**src/rtl/rx_addr_screen.sv**
```systemverilog
module rx_addr_screen #(
  parameter int NBYTES = 6
) (
  input  logic        clk,
  input  logic        rst_n,
  input  logic        start,
  input  logic        byte_valid,
  input  logic [7:0]  byte_in,
  input  logic [47:0] station_addr,
  input  logic [63:0] hash_table,
  input  logic        promisc_en,
  input  logic        bcast_en,
  input  logic        mcast_en,
  output logic        done,
  output logic        accept,
  output logic [5:0]  hash_idx
);
  localparam int CW = $clog2(NBYTES + 1);
  localparam logic [31:0] POLY = 32'h04C11DB6;

  function automatic logic [31:0] crc_step(input logic [31:0] c, input logic [7:0] b);
    logic [31:0] r;
    logic fb;
    r = c;
    for (int j = 0; j < 8; j++) begin
      fb = r[31] ^ b[j];
      r = {r[30:0], 1'b0};
      if (fb) r = (r ^ POLY) | 32'd1;
    end
    return r;
  endfunction

  logic [31:0]   crc_q;
  logic [CW-1:0] cnt_q;
  logic          bc_q, stn_q, grp_q;

  wire take = byte_valid && !start && (cnt_q < CW'(NBYTES));
  wire last = take && (cnt_q == CW'(NBYTES - 1));

  logic [31:0] crc_n;
  logic        bc_n, stn_n, grp_n, verdict;
  logic [5:0]  idx_n;

  always_comb begin
    crc_n   = crc_step(crc_q, byte_in);
    idx_n   = crc_n[31:26];
    bc_n    = bc_q && (byte_in == 8'hFF);
    stn_n   = stn_q && (byte_in == station_addr[{cnt_q, 3'b000} +: 8]);
    grp_n   = (cnt_q == '0) ? byte_in[0] : grp_q;
    verdict = promisc_en | (bc_n  ? bcast_en :
                            grp_n ? (mcast_en & hash_table[idx_n]) : stn_n);
  end

  always_ff @(posedge clk) begin
    if (!rst_n || start) begin
      crc_q  <= '1;
      cnt_q  <= '0;
      bc_q   <= 1'b1;
      stn_q  <= 1'b1;
      grp_q  <= 1'b0;
      done   <= 1'b0;
      accept <= 1'b0;
    end else begin
      done <= 1'b0;
      if (take) begin
        crc_q <= crc_n;
        cnt_q <= cnt_q + 1'b1;
        bc_q  <= bc_n;
        stn_q <= stn_n;
        grp_q <= grp_n;
      end
      if (last) begin
        done   <= 1'b1;
        accept <= verdict;
      end
    end
  end

  assign hash_idx = crc_q[31:26];

  a_r7_single_pulse: assert property (@(posedge clk) disable iff (!rst_n)
    done |=> !done);
  a_r7_after_byte: assert property (@(posedge clk) disable iff (!rst_n)
    done |-> $past(byte_valid) && !$past(start));
  a_r3_promisc: assert property (@(posedge clk) disable iff (!rst_n)
    (done && $past(promisc_en)) |-> accept);
  a_r8_start_clears: assert property (@(posedge clk) disable iff (!rst_n)
    $past(start) |-> (!done && !accept && hash_idx == 6'h3F));
  a_r7_accept_holds: assert property (@(posedge clk) disable iff (!rst_n)
    (!done && !$past(start)) |-> $stable(accept));
endmodule

```
**config.mk**
```make
export PLATFORM = sky130hd
export DESIGN_NAME = rx_addr_screen
export DESIGN_NICKNAME = d
export VERILOG_FILES = /design/src/rtl/rx_addr_screen.sv
export SDC_FILE = /design/constraint.sdc
export NUM_CORES = 1
export LEC_CHECK = 0
export ABC_AREA = 1
export BUFFER_PORTS_ARGS = -buffer_cell sky130_fd_sc_hd__buf_2
export CORE_UTILIZATION = 30
export DETAILED_ROUTE_END_ITERATION = 10
export PLACE_DENSITY = 0.6
export REMOVE_ABC_BUFFERS = 1
export SLEW_MARGIN = 40
export SYNTH_ARGS = -nofsm -noshare
export SYNTH_HDL_FRONTEND = slang
export SYNTH_SLANG_ARGS = --single-unit
export TNS_END_PERCENT = 10
```
**constraint.sdc**
```tcl
create_clock -name clk -period 2.2 [get_ports clk]
set_input_delay 0.22 -clock clk [delete_from_list [all_inputs] [get_ports clk]]
set_output_delay 0.22 -clock clk [all_outputs]
set_load 0.05 [all_outputs]
```
==> impl_metrics.yaml <==
routing:
  wl_um: 12730
  ant_nets: 0
  drtPass1Iterations: 5
  drt_iter0_drc: 308
  vias_per_cell: 4.906
  wl_per_cell_um: 14.18
  vias: 4406
  drc_errors: 0
run_status:
  status: "completed"
setup_path:
  path_class: "reg -> reg"
  crit_family: "simple AND/OR/NAND/NOR gates"
  endpoint_kind: "flip-flop"
  worstPathMaxFanout: 5
  crit_chain: "or2_1, nand2_4, xor2_4, xor2_4, buf_6, nand3_1, nand3_1, nand3_1, nand3_1, nand3_2, nand2_1, nand2_1, a21oi_2"
  cp.arrival_ns: 2.31
  cp.required_ns: 2.43
  cp_common_cell: "nand3_1"
  critPathLaunchType: "flip-flop"
  crit_buf_inv: 1
  cpMaxStageDelayCell: "dfxtp_2"
  critPathMaxStageDelay_ns: 0.34
floorplan:
  die_w_um: 114.0
  boundaryPins: 135
  core_mm2: 0.01211
  rows: 40
  fp.dieH_um: 114.0
  initial_core_util_pct: 31.07
  die_area_mm2: 0.01300
timing:
  tightest_slew_ns: 0.5524
  skew_ns: 0.009187
  min_period_over_period_pct: 94.56
  finalCriticalPeriod_ns: 2.080
  slew_headroom_pct: 63.12
  hold_violations: 0
  hold_ws_ns: 0.1720
  max_freq_mhz: 480.7
  final_max_slew_viol_count: 0
  tns_ns: 0
  setup-violations-final: 0
  fin_ws_ns: 0.1198
  rsz0062_at_grt: "yes"
clocking:
  cts_tree: "done"
  cts_max_level: 2
  clkSinkCount: 40
  cts.path.max_buffers: 2
  cts_buffers: 5
  cts-root-buf: "clkbuf_16"
  clk_pin_slew_ns: 0.06
  hold_buffers: 0
  clk_latency_ns: 0.29
placement:
  dp_hpwl_um: 9606
  dpl_cell_area_mm2: 0.004771
  dp.cells: 876
  place_ws_ns: -0.01329
  gp_congestion: 0.8324
  portBuffers: 134
layout:
  synthToLayoutAreaGrowth_pct: 38.60
  final_common_cell: "buf_2"
  diodes: 0
  layout_common_cells: "buf_2, nand3_1, nand2_1"
  utilization_pct: 43.07
  final_cells: 898
  drive_gt1_share_pct: 35.48
  fin_nets: 859
  post-route-cell-area_mm2: 0.005216
  nFillCells: 1226
yosys:
  ys_ff_latch: 40
  syn_area_mm2: 0.003764
  ys.warnings.count: 0
  synthCells: 572
  syn_area_per_cell_um2: 6.580
  ys_seq_area_share_pct: 21.28
  ys_types: 38
global_routing:
  antenna_found_initial: 0
  grt_usage_pct: 19.09
  grt_remaining_overflow: 0
  grt_pass1_wl_um: 19950
  grt_pass1_vias: 4116
  grt_max_degree: 35
power:
  leakage_nw: 2.521
  p_sw_share_pct: 39.86
  seqPwrFrac_pct: 25.6
  pwr-share-clk_pct: 23.8
  ir_drop_v: 0.0003269
  finalPower_mw: 3.107
  p_int_mw: 1.868
  power_density_mw_per_mm2: 595.6
  comb_power_share_pct: 50.6
  p_sw_mw: 1.238
worst_hold_path:
  hp-class: "in -> reg"
run:
  maxCapViolCount: 0
-- cells in the mapped netlist --
cell type	n	area share [%]
a211o_1	1	0.23
a21oi_1	37	4.9
a21oi_2	1	0.23
and3_1	1	0.17
buf_2	5	0.66
buf_4	11	2.2
buf_6	4	1.2
buf_8	1	0.40
clkbuf_1	14	1.4
clkbuf_2	1	0.13
clkinv_1	1	0.10
dfxtp_1	40	21
ha_1	3	1.0
inv_1	27	2.7
inv_2	13	1.3
nand2_1	97	9.7
nand2_2	10	1.7
nand2_4	7	2.1
nand2_8	1	0.53
nand3_1	98	13
nand3_2	2	0.53
nand3_4	1	0.47
nand4_1	2	0.33
nor2_1	37	3.7
nor3_1	3	0.40
o211ai_1	5	1.0
o21a_1	1	0.20
o21ai_0	66	8.8
o21ai_1	3	0.40
o221ai_1	1	0.23
o22ai_1	8	1.3
or2_1	1	0.17
or2_2	1	0.17
xnor2_1	10	2.3
xnor2_2	2	0.86
xor2_1	53	12
xor2_2	1	0.43
xor2_4	2	1.5
-- cells by family (layout without fill, tap and decap cells) --
kind of cell | Yosys count | after routing | share of synthesized area [%]
AO/OA/AOI/OAI | 123 | 123 | 17.32
XOR/XNOR | 68 | 68 | 17.42
adder cells (fa/ha/maj) | 3 | 3 | 0.9974
buffers and inverters | 77 | 233 | 10.07
flip-flops | 40 | 40 | 21.28
AND/OR/NAND/NOR | 261 | 263 | 32.91
-- per-layer routing --
metal / vias up / global-route usage [%] / wire, um
met5: - / 0 / 0
met4: 0 / 4.589 / 226
met3: 21 / 2.657 / 794
met2: 175 / 33.54 / 5988
met1: 1988 / 24.54 / 5724
li1: 2222 / - / -
-- area by class of cell --
| type | count | area (um^2) | area share (%) |
|---|---|---|---|
| clock inverter | 3 | 23.77 | 0.4557 |
| tap | 168 | 210.2 | 4.030 |
| sequential | 40 | 813.3 | 15.59 |
| clock buffer | 5 | 125.1 | 2.399 |
| multi-input combinational | 457 | 2693 | 51.62 |
| inverter | 41 | 167.7 | 3.214 |
| timing repair buffer | 184 | 1184 | 22.69 |
-- flip-flops by register name, indices dropped and copies added, names as in the netlist --
name	count
cnt_q	3
stn_q	1
done	1
bc_q	1
crc_q	32
accept	1
grp_q	1
-- power groups by stage --
stage | Sequential (mW) | Clock (mW) | Combinational [mW]
after CTS | 0.790 | 0.750 | 1.41
after global routing | 0.799 | 0.783 | 1.72
after detailed placement | 0.807 | 0 | 1.40
after global placement | 0.805 | 0 | 1.40
after floorplan | 0.824 | 0 | 0.879
final | 0.794 | 0.739 | 1.57
-- worst paths after layout --
| check | startpoint | end | slack [ns] | depth (start not counted) |
|---|---|---|---|---|
| setup / recovery | crc_q[26] | accept | 0.12 | 13 |
| hold / removal | rst_n | done | 0.17 | 3 |
| hold reg to reg | stn_q | stn_q | 0.47 | 2 |
| setup reg to reg | crc_q[26] | accept | 0.12 | 13 |
-- worst reg2reg max path: stages (launching register included) --
cell and delay, ns:
dfxtp_2 0.34, or2_1 0.24, nand2_4 0.10, xor2_4 0.25, xor2_4 0.25, buf_6 0.14, nand3_1 0.12, nand3_1 0.11
nand3_1 0.08, nand3_1 0.08, nand3_2 0.08, nand2_1 0.07, nand2_1 0.05, a21oi_2 0.10
-- what timing repair did --
item / in CTS / in global routing
pin swaps: 0 / 8
resized for setup: 1 / 36
cloned: 0 / 4
buffers inserted: 0 / 10
setup endpoints to repair: 1 / 1
No activity file was read; power rests on OpenSTA's default activity.
